File: src/rtl/spi_rf_pkg.sv
package spi_rf_pkg;
  // control word field positions (decoded by the engine as well)
  localparam int unsigned CTL_EN       = 0;
  localparam int unsigned CTL_XCH      = 2;
  localparam int unsigned CTL_AUTO     = 3;
  localparam int unsigned CTL_MODE_LSB = 4;
  localparam int unsigned CTL_SEL_LSB  = 18;

  localparam logic [31:0] RX_EMPTY_WORD = 32'hDEAD_BEEF;

  typedef enum logic [3:0] {
    SEL_NONE, SEL_RXD, SEL_TXD, SEL_CTL, SEL_CFG, SEL_INT,
    SEL_DMA, SEL_STAT, SEL_PER, SEL_TST, SEL_MSG
  } reg_sel_e;
endpackage

File: src/rtl/spi_rf_fifo.sv
module spi_rf_fifo #(
  parameter int unsigned W     = 32,
  parameter int unsigned DEPTH = 64
) (
  input  logic         clk,
  input  logic         rst_n,
  input  logic         flush,
  input  logic         push,
  input  logic [W-1:0] wdata,
  input  logic         pop,
  output logic [W-1:0] rdata,
  output logic         empty,
  output logic         full
);
  localparam int unsigned PW = $clog2(DEPTH);
  localparam int unsigned CW = PW + 1;

  logic [W-1:0]  mem [DEPTH];
  logic [PW-1:0] wr_q, wr_d, rd_q, rd_d;
  logic [CW-1:0] cnt_q, cnt_d;
  logic          push_ok, pop_ok;

  assign empty   = (cnt_q == '0);
  assign full    = (cnt_q == CW'(DEPTH));
  assign push_ok = push && !full && !flush;
  assign pop_ok  = pop && !empty && !flush;
  assign rdata   = mem[rd_q];

  function automatic logic [PW-1:0] bump(input logic [PW-1:0] p);
    return (p == PW'(DEPTH - 1)) ? '0 : p + 1'b1;
  endfunction

  always_comb begin
    wr_d  = wr_q;
    rd_d  = rd_q;
    cnt_d = cnt_q;
    if (flush) begin
      wr_d  = '0;
      rd_d  = '0;
      cnt_d = '0;
    end else begin
      if (push_ok) wr_d = bump(wr_q);
      if (pop_ok)  rd_d = bump(rd_q);
      if (push_ok && !pop_ok) cnt_d = cnt_q + 1'b1;
      else if (pop_ok && !push_ok) cnt_d = cnt_q - 1'b1;
    end
  end

  always_ff @(posedge clk or negedge rst_n) begin
    if (!rst_n) begin
      wr_q  <= '0;
      rd_q  <= '0;
      cnt_q <= '0;
    end else begin
      wr_q  <= wr_d;
      rd_q  <= rd_d;
      cnt_q <= cnt_d;
    end
  end

  always_ff @(posedge clk) begin
    if (push_ok) mem[wr_q] <= wdata;
  end

  // occupancy never exceeds the depth
  assert_no_overflow_R6: assert property (@(posedge clk) disable iff (!rst_n)
    cnt_q <= CW'(DEPTH));
  // a push into a full queue without a pop leaves it full
  assert_full_hold_R11: assert property (@(posedge clk) disable iff (!rst_n)
    (full && push && !pop && !flush) |=> full);
endmodule

File: src/rtl/spi_rf_launch.sv
module spi_rf_launch #(
  parameter int unsigned NCH = 4
) (
  input  logic                       clk,
  input  logic                       rst_n,
  input  logic                       clear,
  input  logic                       ctl_wr,
  input  logic [NCH-1:0]             mode_old,
  input  logic [$clog2(NCH)-1:0]     sel_old,
  input  logic                       auto_old,
  input  logic                       xch_old,
  input  logic [NCH-1:0]             mode_new,
  input  logic [$clog2(NCH)-1:0]     sel_new,
  input  logic                       auto_new,
  input  logic                       xch_new,
  input  logic                       tx_acc,
  input  logic                       tx_nonempty,
  output logic [NCH-1:0]             cs_n,
  output logic                       start
);
  localparam int unsigned SW = $clog2(NCH);

  logic [NCH-1:0] cs_q, cs_d;
  logic           start_q, start_d;
  logic           master_old, master_new, ctl_go;

  assign master_old = mode_old[sel_old];
  assign master_new = mode_new[sel_new];
  assign ctl_go = (auto_new && !auto_old && tx_nonempty) ||
                  (xch_new && !xch_old && !auto_new);

  always_comb begin
    cs_d    = cs_q;
    start_d = 1'b0;
    if (clear) begin
      cs_d = '1;
    end else begin
      if (ctl_wr && master_new) begin
        for (int i = 0; i < NCH; i++) cs_d[i] = (SW'(i) != sel_new);
        start_d = ctl_go;
      end
      if (tx_acc && master_old && auto_old) start_d = 1'b1;
    end
  end

  always_ff @(posedge clk or negedge rst_n) begin
    if (!rst_n) begin
      cs_q    <= '1;
      start_q <= 1'b0;
    end else begin
      cs_q    <= cs_d;
      start_q <= start_d;
    end
  end

  assign cs_n  = cs_q;
  assign start = start_q;

  // at most one chip select is active
  assert_cs_single_R7: assert property (@(posedge clk) disable iff (!rst_n)
    $onehot0(~cs_n));
  // a start pulse always follows a transmit or control write
  assert_start_cause_R9: assert property (@(posedge clk) disable iff (!rst_n)
    start |-> $past(tx_acc || ctl_wr));
  // soft reset raises every chip select
  assert_clear_cs_R10: assert property (@(posedge clk) disable iff (!rst_n)
    clear |=> (cs_n == '1) && !start);
endmodule

File: src/rtl/spi_regfront.sv
module spi_regfront
  import spi_rf_pkg::*;
#(
  parameter int unsigned ADDR_W     = 12,
  parameter int unsigned FIFO_DEPTH = 64,
  parameter int unsigned NCH        = 4
) (
  input  logic              clk,
  input  logic              rst_n,
  input  logic              req_valid,
  input  logic              req_write,
  input  logic [ADDR_W-1:0] req_addr,
  input  logic [31:0]       req_wdata,
  output logic              rsp_valid,
  output logic [31:0]       rsp_rdata,
  output logic [31:0]       ctl_o,
  output logic [31:0]       cfg_o,
  output logic [31:0]       int_en_o,
  output logic [31:0]       dma_o,
  output logic [31:0]       period_o,
  output logic [31:0]       test_o,
  input  logic [31:0]       stat_i,
  output logic [NCH-1:0]    cs_n_o,
  output logic              seq_start_o,
  output logic              eng_clear_o,
  input  logic              txq_pop_i,
  output logic [31:0]       txq_data_o,
  output logic              txq_empty_o,
  input  logic              rxq_push_i,
  input  logic [31:0]       rxq_data_i
);
  localparam int unsigned IDX_W = ADDR_W - 2;
  localparam int unsigned SW    = $clog2(NCH);

  logic [31:0] ctl_q, ctl_d, cfg_q, cfg_d, int_q, int_d;
  logic [31:0] dma_q, dma_d, per_q, per_d, tst_q, tst_d;
  logic [31:0] rdata_q, rdata_d, rd_mux, rx_word;
  logic        rvalid_q, clr_q;
  reg_sel_e    sel;
  logic [IDX_W-1:0] idx;
  logic wr, rd, enabled, ctl_wr_any, soft_rst, ctl_wr_on;
  logic tx_acc, tx_full, rx_pop, rx_empty, rx_full;

  assign idx = req_addr[ADDR_W-1:2];
  assign wr  = req_valid && req_write;
  assign rd  = req_valid && !req_write;
  assign enabled = ctl_q[CTL_EN];

  always_comb begin
    sel = SEL_NONE;
    if (req_addr[1:0] == 2'b00) begin
      case (idx)
        IDX_W'(0):  sel = SEL_RXD;
        IDX_W'(1):  sel = SEL_TXD;
        IDX_W'(2):  sel = SEL_CTL;
        IDX_W'(3):  sel = SEL_CFG;
        IDX_W'(4):  sel = SEL_INT;
        IDX_W'(5):  sel = SEL_DMA;
        IDX_W'(6):  sel = SEL_STAT;
        IDX_W'(7):  sel = SEL_PER;
        IDX_W'(8):  sel = SEL_TST;
        IDX_W'(16): sel = SEL_MSG;
        default:    sel = SEL_NONE;
      endcase
    end
  end

  assign ctl_wr_any = wr && (sel == SEL_CTL);
  assign soft_rst   = ctl_wr_any && !req_wdata[CTL_EN];
  assign ctl_wr_on  = ctl_wr_any && req_wdata[CTL_EN];
  assign tx_acc     = wr && ((sel == SEL_TXD) || (sel == SEL_MSG)) && enabled && !tx_full;
  assign rx_pop     = rd && (sel == SEL_RXD) && enabled && !rx_empty;

  // read data selection
  always_comb begin
    case (sel)
      SEL_RXD:  rd_mux = !enabled ? 32'h0 : (rx_empty ? RX_EMPTY_WORD : rx_word);
      SEL_CTL:  rd_mux = ctl_q;
      SEL_CFG:  rd_mux = cfg_q;
      SEL_INT:  rd_mux = int_q;
      SEL_DMA:  rd_mux = dma_q;
      SEL_STAT: rd_mux = stat_i;
      SEL_PER:  rd_mux = per_q;
      SEL_TST:  rd_mux = tst_q;
      default:  rd_mux = 32'h0;
    endcase
  end

  // register next state
  always_comb begin
    ctl_d = ctl_q; cfg_d = cfg_q; int_d = int_q;
    dma_d = dma_q; per_d = per_q; tst_d = tst_q;
    rdata_d = rd ? rd_mux : 32'h0;
    if (soft_rst) begin
      ctl_d = '0; cfg_d = '0; int_d = '0;
      dma_d = '0; per_d = '0; tst_d = '0;
    end else if (wr) begin
      case (sel)
        SEL_CTL: ctl_d = req_wdata;
        SEL_CFG: cfg_d = req_wdata;
        SEL_INT: int_d = req_wdata;
        SEL_DMA: dma_d = req_wdata;
        SEL_PER: per_d = req_wdata;
        SEL_TST: tst_d = req_wdata;
        default: ;
      endcase
    end
  end

  always_ff @(posedge clk or negedge rst_n) begin
    if (!rst_n) begin
      ctl_q <= '0; cfg_q <= '0; int_q <= '0;
      dma_q <= '0; per_q <= '0; tst_q <= '0;
      rdata_q  <= '0;
      rvalid_q <= 1'b0;
      clr_q    <= 1'b0;
    end else begin
      ctl_q <= ctl_d; cfg_q <= cfg_d; int_q <= int_d;
      dma_q <= dma_d; per_q <= per_d; tst_q <= tst_d;
      rdata_q  <= rdata_d;
      rvalid_q <= rd;
      clr_q    <= soft_rst;
    end
  end

  spi_rf_fifo #(.W(32), .DEPTH(FIFO_DEPTH)) u_txq (
    .clk(clk), .rst_n(rst_n), .flush(soft_rst),
    .push(tx_acc), .wdata(req_wdata),
    .pop(txq_pop_i), .rdata(txq_data_o),
    .empty(txq_empty_o), .full(tx_full));

  spi_rf_fifo #(.W(32), .DEPTH(FIFO_DEPTH)) u_rxq (
    .clk(clk), .rst_n(rst_n), .flush(soft_rst),
    .push(rxq_push_i), .wdata(rxq_data_i),
    .pop(rx_pop), .rdata(rx_word),
    .empty(rx_empty), .full(rx_full));

  spi_rf_launch #(.NCH(NCH)) u_launch (
    .clk(clk), .rst_n(rst_n), .clear(soft_rst), .ctl_wr(ctl_wr_on),
    .mode_old(ctl_q[CTL_MODE_LSB +: NCH]), .sel_old(ctl_q[CTL_SEL_LSB +: SW]),
    .auto_old(ctl_q[CTL_AUTO]), .xch_old(ctl_q[CTL_XCH]),
    .mode_new(req_wdata[CTL_MODE_LSB +: NCH]), .sel_new(req_wdata[CTL_SEL_LSB +: SW]),
    .auto_new(req_wdata[CTL_AUTO]), .xch_new(req_wdata[CTL_XCH]),
    .tx_acc(tx_acc), .tx_nonempty(!txq_empty_o),
    .cs_n(cs_n_o), .start(seq_start_o));

  assign rsp_valid   = rvalid_q;
  assign rsp_rdata   = rdata_q;
  assign eng_clear_o = clr_q;
  assign ctl_o    = ctl_q;
  assign cfg_o    = cfg_q;
  assign int_en_o = int_q;
  assign dma_o    = dma_q;
  assign period_o = per_q;
  assign test_o   = tst_q;

  // a response only follows a read request
  assert_rsp_cause_R2: assert property (@(posedge clk) disable iff (!rst_n)
    rsp_valid |-> $past(rd));
  // disabled receive read returns zero
  assert_rx_off_zero_R4: assert property (@(posedge clk) disable iff (!rst_n)
    (rd && sel == SEL_RXD && !enabled) |=> (rsp_rdata == 32'h0));
  // a disabled transmit write leaves an empty queue empty
  assert_drop_when_off_R6: assert property (@(posedge clk) disable iff (!rst_n)
    (wr && (sel == SEL_TXD || sel == SEL_MSG) && !enabled && txq_empty_o) |=> txq_empty_o);
  // soft reset clears registers and the transmit queue
  assert_soft_reset_R10: assert property (@(posedge clk) disable iff (!rst_n)
    soft_rst |=> (ctl_o == '0) && (cfg_o == '0) && txq_empty_o && eng_clear_o);
  // engine push into a full receive queue is dropped
  assert_rx_full_drop_R11: assert property (@(posedge clk) disable iff (!rst_n)
    (rx_full && rxq_push_i && !rx_pop && !soft_rst) |=> rx_full);
endmodule

File: config.mk
export PLATFORM = sky130hd
export DESIGN_NAME = spi_regfront
export DESIGN_NICKNAME = d
export VERILOG_FILES = /design/src/rtl/spi_rf_pkg.sv /design/src/rtl/spi_rf_fifo.sv /design/src/rtl/spi_rf_launch.sv /design/src/rtl/spi_regfront.sv
export SDC_FILE = /design/constraint.sdc
export NUM_CORES = 2
export LEC_CHECK = 0
export BUFFER_PORTS_ARGS = -buffer_cell sky130_fd_sc_hd__buf_2
export CAP_MARGIN = 20
export CORE_MARGIN = 2
export CORE_UTILIZATION = 56
export CTS_CLUSTER_DIAMETER = 40
export DETAILED_ROUTE_END_ITERATION = 8
export PLACE_DENSITY = 0.75
export SETUP_SLACK_MARGIN = 0.1
export SLEW_MARGIN = 20
export SYNTH_ARGS = -nofsm -noshare
export SYNTH_HDL_FRONTEND = slang
export SYNTH_MEMORY_MAX_BITS = 65536
export SYNTH_SLANG_ARGS = --single-unit
File: constraint.sdc
create_clock -name clk -period 3.7 [get_ports clk]
set_clock_uncertainty 0.15 [all_clocks]
set_input_delay 0.37 -clock clk [delete_from_list [all_inputs] [get_ports clk]]
set_output_delay 0.37 -clock clk [all_outputs]
set_load 0.01 [all_outputs]
==> flow_metrics.tcl <==
set metrics [dict create \
    critical_path.n_buffers_inverters 4 \
    drv.max_cap_violation_count 0 \
    critical_path.cell_chain "buf_12 > buf_12 > buf_16 > mux4_2 > mux4_2 > mux4_2 > buf_6" \
    clk_latency_ns 1.04 \
    rsz_0062_raised_after_global_routing "yes" \
    final-setup-viol-count 32 \
    remaining_drcs 0 \
    fmax_mhz 224 \
    fin_util_pct 68.2 \
    crit_type "flip-flop to output pin" \
    synth_commonest_cells "sky130_fd_sc_hd__edfxtp_1, sky130_fd_sc_hd__mux4_2, sky130_fd_sc_hd__nor2_1" \
    post_synthesis_sequential_area_ratio_pct 76.6 \
    die-width_um 554 \
    synth.area.top_cells "sky130_fd_sc_hd__edfxtp_1, sky130_fd_sc_hd__mux4_2, sky130_fd_sc_hd__dfrtp_1" \
    report.final.hold_viol_count 0 \
    path_delay_family "multiplexers" \
    postSynthRegisterBits 4365 \
    vias_per_cell 6.91 \
    power.total_mw 126 \
    timing.critical_path.from_type "flip-flop" \
    netlist_area_before_placement_sq_um 169000 \
    synth.yosys.warnings 0 \
    post-synth-top-area-fraction_pct 72.7 \
    cts-root-to-sink-buffers 4 \
    worst_hold_slack_ns 0.0352 \
    worstHoldPathType "input port to flip-flop" \
    place_ws_ns -0.325 \
    dr.first_iter.drc_count 14625 \
    layout_setup_ws_ns -0.773 \
    synthCells 7703 \
    crit_top_cell "sky130_fd_sc_hd__mux4_2" \
    failing_checks "setup timing" \
    synthDistinctLibCells 87 \
    relSlewSlack_pct 16.1 \
    flow.area_growth_from_synthesis_pct 21.1 \
    clockRootBuffer "sky130_fd_sc_hd__clkbuf_16" \
    synth.most_common_cell "sky130_fd_sc_hd__edfxtp_1" \
    grtUsageTotal_pct 34.7 \
    final_nets 9222 \
    row_count 201 \
    chipHeight_um 554 \
    path_max_fanout 14 \
    syn_nets 7837 \
    place.detailed.hpwl_mm 324 \
    worstMarginPinSlew_ns 1.26 \
    cpPeakStageDelay_ns 0.66 \
    max-vdd-ir-drop_mv 0.579 \
    route.final.wire_length_mm 537 \
    crit_path_start "u_txq.rd_q[0]$_DFFE_PN0P_" \
    grt_max_degree 90 \
    grt_pass1_vias 93122 \
    synth_top_flop_cell "sky130_fd_sc_hd__edfxtp_1" \
    antenna_violations_before_repair 55 \
    first_pass_grt_wire_length_mm 737 \
    worstHoldStart "req_wdata[19]" \
    synthesis.area_per_instance_sq_um 22.0 \
    drt.antenna.violating_nets 0 \
    reg2reg_from "u_rxq.rd_q[1]$_DFFE_PN0P_" \
    period_needed_ns 4.47 \
    share_of_synthesized_registers_carrying_an_async_set_or_reset_pct 6.16 \
    routed-via-count 93271 \
    power_density_nw_per_um2 613 \
    worstPathArrival_ns 3.95 \
    portBuffers 377 \
    dp.cells 12425 \
    drt_pass1_iterations 6 \
    post_drt_wl_per_cell_um 39.8 \
    run_status "complete, but fails checks" \
    fp.dieArea_sq_um 307000 \
    fp.coreArea_sq_um 300000 \
    reg2reg_slack_ns 0.02 \
    ios 378 \
    leakage_nw 67.0 \
    final_cells 13495 \
    cts_sinks 4365 \
    globalRouteOverflowTotal 0 \
    synth_area_leader_cell "sky130_fd_sc_hd__edfxtp_1" \
    cts_tree "done" \
    synth_edf_count 4096 \
    timing.critical_path.to_type "output pin" \
    maxSlewViolCount 0 \
    worst_setup_hold_path_clk_slew_ns 0.06 \
    worst_ep_required_ns 3.18 \
    cts_h_tree_lvls 5 \
    final_layout_size_suffix_gt1_share_pct 36.6 \
    total_clock_buffers_created_by_cts 477 \
    starting_utilization_of_the_core_area_pct 56.4 \
    fin_crit_sh_pct 121 \
    crit_slowest_cell "sky130_fd_sc_hd__mux4_2" \
    gp_congestion 0.967 \
]
==> through the flow <==
stage                     instance area, sq um  setup TNS [ns]
after floorplan                         169000         -878.06
after global placement                  186000          -23.25
after detailed placement                186000          -17.39
after CTS                               204000          -21.60
after global routing                    205000          -21.62
final                                   205000          -21.51
==> sequential cells by signal, summed over array words and instances (netlist names), 7 cells and up <==
name,count
u_txq.cnt_q,7
cfg_o,32
ctl_o,32
u_txq.mem,2048
u_rxq.cnt_q,7
int_en_o,32
u_rxq.mem,2048
period_o,32
dma_o,32
rsp_rdata,32
test_o,32
==> worst paths after layout <==
check,endpoint,depth (start not counted)
worst max-delay path,txq_data_o[3],7
worst min-delay path,u_txq.mem[35][19]$_DFFE_PP_,2
worst max register to register,rsp_rdata[21]$_DFF_PN0_,6
worst min register to register,ctl_o[31]$_DFFE_PN0P_,2
max in group asynchronous,u_rxq.rd_q[0]$_DFFE_PN0P_,4
min in group asynchronous,dma_o[11]$_DFFE_PN0P_,4
==> worst reg2reg max path: stages (launching register included) <==
cell	delay, ns
sky130_fd_sc_hd__dfrtp_4	0.61
sky130_fd_sc_hd__buf_12	0.33
sky130_fd_sc_hd__buf_4	0.34
sky130_fd_sc_hd__mux4_2	0.34
sky130_fd_sc_hd__mux4_2	0.58
sky130_fd_sc_hd__a22oi_1	0.98
sky130_fd_sc_hd__a31oi_1	0.20
==> timing repair <==
item                                    4_1_cts  5_1_grt
endpoints found under the setup margin       37       42
hold buffers                                 77        9
gates cloned                                  9        7
endpoints found under the hold margin      1544      560
setup buffers                                19       18
resized for setup                            54       20
==> area by class of cell <==
class,count,area (sq um)
tap,3958,4950
multi-input combinational,2868,38700
clock buffer,556,12400
inverter,20,80.1
sequential,4365,130000
clock inverter,329,3990
fill,17551,95300
antenna,43,108
timing repair buffer,1356,14900
==> cells by family (layout without fill, tap and decap cells) <==
kind of cell / after synthesis / count (layout) / synth area share, %
DFF: 4365 / 4365 / 76.6
buffers and inverters: 470 / 2261 / 1.27
xor gates and xnor gates: 14 / 14 / 0.0835
AOI/OAI and AO/OA: 502 / 502 / 2.04
muxes: 1482 / 1482 / 17.6
and+or+nand+nor: 850 / 850 / 2.24
adders and majority gates: 20 / 20 / 0.157
other: 0 / 43 / 0
==> routing by layer <==
layer / vias up / GRT usage (%) / part of all wire [%]
li1: 35317 / - / -
met1: 48774 / 41.4 / 32
met2: 7464 / 56.2 / 49
met3: 1692 / 7.01 / 10
met4: 24 / 26.5 / 9.4
met5: - / 0 / 0.028
==> power by group <==
part	internal (mW)	switching, mW
Sequential	54.9	0.696
Clock	28.3	20.8
Combinational	9.47	11.6
Total	92.6	33.1
==> layout by cell type, fill, tap and decap left out, types with 19 or more instances in the layout <==
cell	synthesis	routed
sky130_fd_sc_hd__a211oi_1	24	22
sky130_fd_sc_hd__a21oi_1	127	125
sky130_fd_sc_hd__a221oi_1	36	26
sky130_fd_sc_hd__a22oi_1	49	48
sky130_fd_sc_hd__buf_12	0	365
sky130_fd_sc_hd__buf_16	0	24
sky130_fd_sc_hd__buf_2	136	343
sky130_fd_sc_hd__buf_4	19	490
sky130_fd_sc_hd__buf_6	17	36
sky130_fd_sc_hd__bufinv_16	0	56
sky130_fd_sc_hd__clkbuf_1	222	68
sky130_fd_sc_hd__clkbuf_16	0	487
sky130_fd_sc_hd__clkinv_1	1	53
sky130_fd_sc_hd__clkinv_2	0	52
sky130_fd_sc_hd__clkinv_4	0	43
sky130_fd_sc_hd__clkinvlp_4	0	40
sky130_fd_sc_hd__dfrtp_1	265	255
sky130_fd_sc_hd__diode_2	0	43
sky130_fd_sc_hd__dlygate4sd3_1	0	85
sky130_fd_sc_hd__edfxtp_1	4096	4096
sky130_fd_sc_hd__inv_1	19	19
sky130_fd_sc_hd__inv_6	0	38
sky130_fd_sc_hd__mux2i_1	273	272
sky130_fd_sc_hd__mux4_2	1189	1189
sky130_fd_sc_hd__nand2_1	277	273
sky130_fd_sc_hd__nand3_1	75	72
sky130_fd_sc_hd__nor2_1	335	204
sky130_fd_sc_hd__nor2_4	0	128
sky130_fd_sc_hd__nor3_1	28	25
sky130_fd_sc_hd__o21ai_0	68	67
sky130_fd_sc_hd__o21ai_1	20	19
sky130_fd_sc_hd__o221ai_1	19	19
sky130_fd_sc_hd__o22ai_1	33	33
(Power assumes the default switching activity.)
